## src/rtl/selftest_pkg.sv

```systemverilog
package selftest_pkg;
  typedef enum logic [1:0] {
    PH_WALK  = 2'd0,
    PH_CHECK = 2'd1,
    PH_INV   = 2'd2,
    PH_IDLE  = 2'd3
  } st_phase_e;

  localparam int unsigned CW_START_BIT = 6;
endpackage

```

## src/rtl/selftest_timer.sv

```systemverilog
module selftest_timer #(
  parameter int unsigned TOTAL_CYCLES = 262144,
  parameter int unsigned CNT_W        = $clog2(TOTAL_CYCLES)
) (
  input  logic             clk,
  input  logic             rst_n,
  input  logic             start,
  output logic             busy,
  output logic             done,
  output logic [CNT_W-1:0] cnt
);
  localparam logic [CNT_W-1:0] LAST = CNT_W'(TOTAL_CYCLES - 1);

  logic             busy_d, done_d;
  logic [CNT_W-1:0] cnt_d;
  logic             cnt_en;

  assign cnt_en = busy || start;

  always_comb begin
    busy_d = busy;
    done_d = 1'b0;
    cnt_d  = cnt;
    if (!busy && start) begin
      busy_d = 1'b1;
      cnt_d  = '0;
    end else if (busy) begin
      if (cnt == LAST) begin
        busy_d = 1'b0;
        done_d = 1'b1;
      end else begin
        cnt_d = cnt + 1'b1;
      end
    end
  end

  always_ff @(posedge clk or negedge rst_n) begin
    if (!rst_n) begin
      busy <= 1'b0;
      done <= 1'b0;
      cnt  <= '0;
    end else begin
      busy <= busy_d;
      done <= done_d;
      if (cnt_en) cnt <= cnt_d;
    end
  end


  done_single_chk: assert property (@(posedge clk) disable iff (!rst_n)
    done |=> !done);

  done_idle_chk: assert property (@(posedge clk) disable iff (!rst_n)
    done |-> !busy);

  cnt_range_chk: assert property (@(posedge clk) disable iff (!rst_n)
    busy |-> (cnt <= LAST));
endmodule

```

## src/rtl/selftest_walk.sv

```systemverilog
module selftest_walk #(
  parameter int unsigned NUM_CODES = 128,
  parameter int unsigned NUM_ROWS  = 7,
  parameter int unsigned CODE_W    = 7,
  parameter int unsigned ROW_W     = 3,
  parameter int unsigned DOT_W     = 5,
  parameter int unsigned SUM_W     = 8
) (
  input  logic              clk,
  input  logic              rst_n,
  input  logic              clear,
  input  logic              walk_en,
  output logic [CODE_W-1:0] code,
  output logic [ROW_W-1:0]  row,
  input  logic [DOT_W-1:0]  dots,
  output logic [SUM_W-1:0]  sum
);
  localparam logic [ROW_W-1:0]  ROW_LAST  = ROW_W'(NUM_ROWS - 1);
  localparam logic [CODE_W-1:0] CODE_LAST = CODE_W'(NUM_CODES - 1);

  logic [CODE_W-1:0] code_d;
  logic [ROW_W-1:0]  row_d;
  logic [SUM_W-1:0]  sum_d;
  logic              reg_en;

  assign reg_en = clear || walk_en;

  always_comb begin
    code_d = code;
    row_d  = row;
    sum_d  = sum;
    if (clear) begin
      code_d = '0;
      row_d  = '0;
      sum_d  = '0;
    end else if (walk_en) begin
      sum_d = sum + SUM_W'(dots);
      if (row == ROW_LAST) begin
        row_d = '0;
        if (code != CODE_LAST) code_d = code + 1'b1;
      end else begin
        row_d = row + 1'b1;
      end
    end
  end

  always_ff @(posedge clk or negedge rst_n) begin
    if (!rst_n) begin
      code <= '0;
      row  <= '0;
      sum  <= '0;
    end else if (reg_en) begin
      code <= code_d;
      row  <= row_d;
      sum  <= sum_d;
    end
  end


  row_bound_chk: assert property (@(posedge clk) disable iff (!rst_n)
    row <= ROW_LAST);

  row_step_chk: assert property (@(posedge clk) disable iff (!rst_n)
    (walk_en && !clear && row != ROW_LAST) |=> (row == $past(row) + 1'b1) && $stable(code));
endmodule

```

## src/rtl/selftest_pattern.sv

```systemverilog
module selftest_pattern #(
  parameter int unsigned TOTAL_CYCLES = 262144,
  parameter int unsigned WALK_CYCLES  = 896,
  parameter int unsigned CNT_W        = $clog2(TOTAL_CYCLES)
) (
  input  logic                      busy,
  input  logic [CNT_W-1:0]          cnt,
  output selftest_pkg::st_phase_e   phase
);
  import selftest_pkg::*;
  localparam int unsigned     HALF  = (TOTAL_CYCLES - WALK_CYCLES) / 2;
  localparam logic [CNT_W-1:0] B_CHK = CNT_W'(WALK_CYCLES);
  localparam logic [CNT_W-1:0] B_INV = CNT_W'(WALK_CYCLES + HALF);

  always_comb begin
    if (!busy)              phase = PH_IDLE;
    else if (cnt < B_CHK)   phase = PH_WALK;
    else if (cnt < B_INV)   phase = PH_CHECK;
    else                    phase = PH_INV;
  end
endmodule

```

## src/rtl/selftest_seq.sv

```systemverilog
module selftest_seq #(
  parameter int unsigned TOTAL_CYCLES = 262144,
  parameter int unsigned NUM_CODES    = 128,
  parameter int unsigned NUM_ROWS     = 7,
  parameter int unsigned DOT_W        = 5,
  parameter logic [7:0]  EXPECTED_SUM = 8'h00
) (
  input  logic       clk,
  input  logic       rst_n,
  input  logic       cw_wr,
  input  logic [7:0] cw_wdata,
  output logic [6:0] font_code,
  output logic [2:0] font_row,
  input  logic [4:0] font_data,
  output logic       busy,
  output logic       pat_en,
  output logic       pat_inv,
  output logic       done,
  output logic       pass_bit
);
  import selftest_pkg::*;
  localparam int unsigned WALK_CYCLES = NUM_CODES * NUM_ROWS;
  localparam int unsigned CNT_W       = $clog2(TOTAL_CYCLES);

  logic             rst_meta, rst_sync_n;
  logic             start, timer_done;
  logic [CNT_W-1:0] cnt;
  logic [7:0]       sum;
  st_phase_e        phase;
  logic             pass_d;

  always_ff @(posedge clk or negedge rst_n) begin
    if (!rst_n) begin
      rst_meta   <= 1'b0;
      rst_sync_n <= 1'b0;
    end else begin
      rst_meta   <= 1'b1;
      rst_sync_n <= rst_meta;
    end
  end

  assign start = cw_wr && cw_wdata[CW_START_BIT] && !busy;

  selftest_timer #(.TOTAL_CYCLES(TOTAL_CYCLES), .CNT_W(CNT_W)) u_timer (
    .clk(clk), .rst_n(rst_sync_n), .start(start),
    .busy(busy), .done(timer_done), .cnt(cnt)
  );

  selftest_walk #(
    .NUM_CODES(NUM_CODES), .NUM_ROWS(NUM_ROWS), .CODE_W(7), .ROW_W(3),
    .DOT_W(DOT_W), .SUM_W(8)
  ) u_walk (
    .clk(clk), .rst_n(rst_sync_n), .clear(start),
    .walk_en(phase == PH_WALK), .code(font_code), .row(font_row),
    .dots(font_data), .sum(sum)
  );

  selftest_pattern #(
    .TOTAL_CYCLES(TOTAL_CYCLES), .WALK_CYCLES(WALK_CYCLES), .CNT_W(CNT_W)
  ) u_pat (
    .busy(busy), .cnt(cnt), .phase(phase)
  );

  assign pat_en  = (phase == PH_CHECK) || (phase == PH_INV);
  assign pat_inv = (phase == PH_INV);
  assign done    = timer_done;

  always_comb begin
    pass_d = pass_bit;
    if (busy && cnt == CNT_W'(TOTAL_CYCLES - 1)) pass_d = (sum == EXPECTED_SUM);
  end

  always_ff @(posedge clk or negedge rst_sync_n) begin
    if (!rst_sync_n) pass_bit <= 1'b0;
    else             pass_bit <= pass_d;
  end


  pass_only_at_end_chk: assert property (@(posedge clk) disable iff (!rst_sync_n)
    !done |-> $stable(pass_bit));

  pattern_busy_chk: assert property (@(posedge clk) disable iff (!rst_sync_n)
    pat_en |-> busy);

  inv_needs_en_chk: assert property (@(posedge clk) disable iff (!rst_sync_n)
    pat_inv |-> pat_en);

  no_restart_chk: assert property (@(posedge clk) disable iff (!rst_sync_n)
    (busy && cnt != CNT_W'(TOTAL_CYCLES - 1)) |=> busy && (cnt == $past(cnt) + 1'b1));
endmodule

```

## config.mk

```make
export PLATFORM = sky130hd
export DESIGN_NAME = selftest_seq
export DESIGN_NICKNAME = d
export VERILOG_FILES = /design/src/rtl/selftest_pkg.sv /design/src/rtl/selftest_timer.sv /design/src/rtl/selftest_walk.sv /design/src/rtl/selftest_pattern.sv /design/src/rtl/selftest_seq.sv
export SDC_FILE = /design/constraint.sdc
export NUM_CORES = 1
export LEC_CHECK = 0
export BUFFER_PORTS_ARGS = -buffer_cell sky130_fd_sc_hd__buf_4
export CORE_ASPECT_RATIO = 2
export CORE_MARGIN = 3
export CORE_UTILIZATION = 44
export DETAILED_ROUTE_END_ITERATION = 10
export GPL_TIMING_DRIVEN = 0
export PLACE_DENSITY = 0.67
export SYNTH_ARGS = -nofsm -noshare
export SYNTH_HDL_FRONTEND = slang
export SYNTH_SLANG_ARGS = --single-unit
```

## constraint.sdc

```tcl
create_clock -name clk -period 2 [get_ports clk]
set_input_delay 0.2 -clock clk [delete_from_list [all_inputs] [get_ports clk]]
set_output_delay 0.2 -clock clk [all_outputs]
set_load 0.01 [all_outputs]
```

==> load_flow_metrics.sql <==
INSERT INTO impl_metrics (metric_group, metric, value, unit) VALUES
('cells_and_area', 'antenna_cells', '0', ''),
('cells_and_area', 'regArea', '1030', 'sq um'),
('detailed_routing', 'dr.pass1.iters', '4', ''),
('die', 'top_level_ports', '31', ''),
('detailed_routing', 'detailroute.via_count', '1963', ''),
('clock_tree', 'cts_made_buffers', '5', ''),
('global_routing', 'antenna_violations_before_repair', '0', ''),
('sta', 'layout_setup_ws', '-0.4196', 'ns'),
('worst_setup_path', 'worst-endpoint-required', '2.17', 'ns'),
('detailed_routing', 'detailedRoute.firstIterationViolations', '53', ''),
('yosys', 'netlist_area_before_placement', '2316', 'sq um'),
('detailed_routing', 'viasPerCell', '5.825', ''),
('sta', 'slew_headroom', '41.88', '%'),
('global_routing', 'gr-usage-all-layers', '19.18', '%'),
('sta', 'finalWorstPathRequiredPeriod', '2.420', 'ns'),
('outcome', 'violated_checks', 'negative setup slack', ''),
('die', 'total_die_area', '6223', 'sq um'),
('detailed_routing', 'postRouteAntennaNets', '0', ''),
('clock_tree', 'cts_num_sinks', '41', ''),
('sta', 'final.hold.worst_slack', '0.2114', 'ns'),
('detailed_routing', 'drt-total-wl', '5609', 'um'),
('placed_design', 'io_buffer_count', '23', ''),
('worst_setup_path', 'endpoint_kind', 'flop', ''),
('global_routing', 'grt_start_max_net_pins', '40', ''),
('yosys', 'yosys.cell_types.count', '49', ''),
('clock_tree', 'cts_htree_levels', '2', ''),
('clock_tree', 'clock_latency', '0.29', 'ns'),
('worst_setup_path', 'worstSetupPathType', 'flop to flop', ''),
('yosys', 'synth.avg_cell_area', '9.731', 'sq um'),
('sta', 'final_min_period_over_clock_period', '121.0', '%'),
('detailed_routing', 'route.detailed.drc', '0', ''),
('cells_and_area', 'area_taken_by_multi_input_logic_gates', '1311', 'sq um'),
('die', 'die_height', '108.6', 'um'),
('yosys', 'dominantRegCellSynth', 'sky130_fd_sc_hd__dfrtp_1', ''),
('power_and_ir_drop', 'power_density', '955.2', 'nW/um^2'),
('flow_run', 'number_of_violations_of_the_max_capacitance_limit', '0', ''),
('clock_tree', 'clock_tree.buffer_depth', '2', ''),
('yosys', 'synthArstFlopShare', '100.0', '%'),
('cells_and_area', 'nNetsFinal', '305', ''),
('power_and_ir_drop', 'ir_worst_vdd', '0.7155', 'mV'),
('sta', 'worst-slew-pin-transition', '0.8719', 'ns'),
('outcome', 'run_status', 'complete, but fails checks', ''),
('power_and_ir_drop', 'leakage', '1.226', 'nW'),
('worst_setup_path', 'cp_max_fo', '6', ''),
('sta', 'slew_viol_final', '0', ''),
('worst_setup_path', 'cp-start-kind', 'flop', ''),
('global_routing', 'grt_remaining_overflow', '0', ''),
('sta', 'grt_setup_unrepaired', 'yes', ''),
('global_routing', 'first_pass_grt_wire_length', '9073', 'um'),
('worst_setup_path', 'cp_data_arrival_time', '2.59', 'ns'),
('cells_and_area', 'layout-area-overhead-vs-synth', '24.85', '%'),
('yosys', 'postSynthRegisterBits', '41', ''),
('sta', 'final_hold_viol_count', '0', ''),
('clock_tree', 'ctsRootBufferMaster', 'sky130_fd_sc_hd__clkbuf_8', ''),
('yosys', 'synth-edff-count', '0', ''),
('die', 'row_count', '36', ''),
('placed_design', 'hpwl', '3947', 'um'),
('placed_design', 'dp.cells', '318', ''),
('cells_and_area', 'post_route_cells_drive_above_1_share', '23.93', '%'),
('yosys', 'postSynthCellCount', '238', ''),
('sta', 'fmax', '413.3', 'MHz'),
('die', 'floorplan.die.width', '57.30', 'um'),
('cells_and_area', 'post_layout_nonfiller_instances', '337', ''),
('sta', 'setup_violations_final', '20', ''),
('detailed_routing', 'routed_wire_length_per_instance', '16.64', 'um'),
('die', 'core-area', '5000', 'sq um'),
('global_routing', 'first_global_vias', '1899', ''),
('cells_and_area', 'layout.filler_cells', '438', ''),
('sta', 'clock-skew-final', '0.006304', 'ns'),
('die', 'initial_core_util', '46.32', '%'),
('placed_design', 'gp_routability_congestion', '0.8405', ''),
('yosys', 'synth.yosys.seq_area_share', '44.30', '%'),
('yosys', 'mappedNetlistNets', '264', ''),
('hold_path', 'path_type_of_the_worst_min_delay_path', 'input port to async pin', ''),
('clock_tree', 'tritoncts', 'yes', ''),
('clock_tree', 'clock_transition_at_the_registers_of_the_reported_paths', '0.08', 'ns'),
('yosys', 'synthesis.yosys.warnings', '0', '');
==> worst max-delay path: stages, from the launching register on <==
cell and delay [ns]:
sky130_fd_sc_hd__dfrtp_2 0.44, sky130_fd_sc_hd__nor4_4 0.28, sky130_fd_sc_hd__nand2_2 0.11, sky130_fd_sc_hd__a311o_1 0.31
sky130_fd_sc_hd__a21oi_4 0.19, sky130_fd_sc_hd__ha_4 0.16, sky130_fd_sc_hd__nand4b_1 0.17, sky130_fd_sc_hd__a31oi_4 0.28
sky130_fd_sc_hd__nand4_1 0.14, sky130_fd_sc_hd__xor2_1 0.16, sky130_fd_sc_hd__nor2_1 0.05
==> per-layer routing <==
layer / vias to the layer above / GRT usage (%) / routed length [um]
li1: 939 / - / -
met1: 965 / 19.33 / 2120
met2: 42 / 35.92 / 3145
met3: 17 / 2.987 / 153
met4: 0 / 10.95 / 190
met5: - / 0 / 0
==> flip-flops by register name (all words and copies together) (netlist names) <==
signal / count
u_walk.sum: 8
pass_bit: 1
u_walk.row: 3
u_walk.code: 7
u_timer.done: 1
rst_sync_n: 1
u_timer.cnt: 18
rst_meta: 1
u_timer.busy: 1
==> cells in the mapped netlist (2+ instances only) <==
cell	instances	area share, %
sky130_fd_sc_hd__inv_1	11	1.8
sky130_fd_sc_hd__a211oi_1	2	0.65
sky130_fd_sc_hd__a21oi_1	11	2.4
sky130_fd_sc_hd__o311ai_0	2	0.76
sky130_fd_sc_hd__nand2b_1	5	1.4
sky130_fd_sc_hd__and2_1	3	0.81
sky130_fd_sc_hd__nand3b_1	4	1.3
sky130_fd_sc_hd__xnor2_1	8	3.0
sky130_fd_sc_hd__nor4_1	4	1.1
sky130_fd_sc_hd__nor3_1	4	0.86
sky130_fd_sc_hd__o21ai_1	3	0.65
sky130_fd_sc_hd__nand4b_1	4	1.5
sky130_fd_sc_hd__o211ai_1	2	0.65
sky130_fd_sc_hd__and3_1	3	0.81
sky130_fd_sc_hd__clkbuf_1	4	0.65
sky130_fd_sc_hd__nand3_1	7	1.5
sky130_fd_sc_hd__nand4_2	2	1.1
sky130_fd_sc_hd__xor2_1	6	2.3
sky130_fd_sc_hd__o31ai_1	3	0.97
sky130_fd_sc_hd__nand4_1	7	1.9
sky130_fd_sc_hd__o21ai_0	10	2.2
sky130_fd_sc_hd__ha_1	9	4.9
sky130_fd_sc_hd__and4_1	4	1.5
sky130_fd_sc_hd__nor2_1	23	3.7
sky130_fd_sc_hd__mux2i_1	7	3.0
sky130_fd_sc_hd__a31o_1	3	1.1
sky130_fd_sc_hd__dfrtp_1	41	44
sky130_fd_sc_hd__a21o_1	2	0.65
sky130_fd_sc_hd__nand2_1	24	3.9
==> worst paths after layout <==
check	endpoint	slack (ns)	start	depth (start not counted)
setup / recovery	u_walk.code[4]	-0.42	u_timer.cnt[11]	10
hold / removal	rst_sync_n	0.21	rst_n	2
setup reg to reg	u_walk.code[4]	-0.42	u_timer.cnt[11]	10
hold reg to reg	rst_sync_n	0.35	rst_meta	0
max in group asynchronous	u_timer.cnt[11]	1.00	rst_sync_n	0
min in group clk	u_walk.sum[0]	0.27	font_data[0]	4
==> area by class of cell <==
cell class	instances	area share (%)
Multi-Input combinational cell	179	45.35
Tap cell	57	2.466
Sequential cell	41	35.61
Inverter	11	1.428
Clock inverter	2	1.212
Buffer	5	0.7789
Clock buffer	6	2.510
Timing Repair Buffer	36	10.64
==> placed cells by master, fill, tap and decap left out, types with 3 or more instances in the layout <==
| cell | synthesis | final |
|---|---|---|
| sky130_fd_sc_hd__nand3_1 | 7 | 7 |
| sky130_fd_sc_hd__xnor2_1 | 8 | 8 |
| sky130_fd_sc_hd__clkbuf_8 | 0 | 5 |
| sky130_fd_sc_hd__buf_6 | 0 | 4 |
| sky130_fd_sc_hd__and2_1 | 3 | 3 |
| sky130_fd_sc_hd__inv_1 | 11 | 11 |
| sky130_fd_sc_hd__o21ai_0 | 10 | 9 |
| sky130_fd_sc_hd__dfrtp_1 | 41 | 38 |
| sky130_fd_sc_hd__o21ai_1 | 3 | 4 |
| sky130_fd_sc_hd__nor2_1 | 23 | 23 |
| sky130_fd_sc_hd__clkbuf_1 | 4 | 5 |
| sky130_fd_sc_hd__ha_1 | 9 | 8 |
| sky130_fd_sc_hd__nand4_1 | 7 | 7 |
| sky130_fd_sc_hd__dfrtp_2 | 0 | 3 |
| sky130_fd_sc_hd__xor2_1 | 6 | 6 |
| sky130_fd_sc_hd__nand2b_1 | 5 | 5 |
| sky130_fd_sc_hd__nor3_1 | 4 | 3 |
| sky130_fd_sc_hd__buf_4 | 1 | 31 |
| sky130_fd_sc_hd__nand2_2 | 0 | 3 |
| sky130_fd_sc_hd__mux2i_1 | 7 | 7 |
| sky130_fd_sc_hd__and4_1 | 4 | 4 |
| sky130_fd_sc_hd__a21oi_1 | 11 | 8 |
| sky130_fd_sc_hd__nand2_1 | 24 | 21 |
| sky130_fd_sc_hd__nand4b_1 | 4 | 4 |
| sky130_fd_sc_hd__a31o_1 | 3 | 3 |
| sky130_fd_sc_hd__nand3b_1 | 4 | 4 |
| sky130_fd_sc_hd__and3_1 | 3 | 3 |
| sky130_fd_sc_hd__nor4_1 | 4 | 3 |
==> through the flow <==
step | worst slack, ns | setup TNS (ns) | cell area (sq um) | total power, W | util [%]
after floorplan | -0.2684 | -1.324 | 2347 | 0.001754 | -
after global placement | -0.6419 | -7.216 | 2591 | 0.002035 | 51.83
after detailed placement | -0.6336 | -7.101 | 2592 | 0.002056 | 51.85
after CTS | -0.4162 | -5.243 | 2835 | 0.002758 | 56.71
after global routing | -0.5311 | -7.865 | 2892 | 0.002931 | 57.83
final | -0.4196 | -6.028 | 2892 | 0.002762 | 57.83
==> power breakdown <==
| part | total, W | switching, W | internal, W |
|---|---|---|---|
| registers | 0.00126 | 0.000248 | 0.00101 |
| clock network | 0.000676 | 0.000305 | 0.000371 |
| logic | 0.000827 | 0.000381 | 0.000446 |
==> repair_timing <==
action	CTS	global route
setup endpoints to repair	20	24
resized for setup	10	12
buffers inserted	7	5
hold buffers	1	0
pin swaps	6	7
hold endpoints to repair	2	0
gates cloned	1	0
==> logic make-up after synthesis <==
| group | synth area share, % |
|---|---|
| muxes | 3.512 |
| buffers and inverters | 3.133 |
| and+or+nand+nor | 25.77 |
| AOI/OAI and AO/OA | 12.10 |
| xor gates and xnor gates | 5.295 |
| other | 0.1619 |
| adders and majority gates | 5.727 |
| DFF | 44.30 |
(Power assumes the default switching activity.)
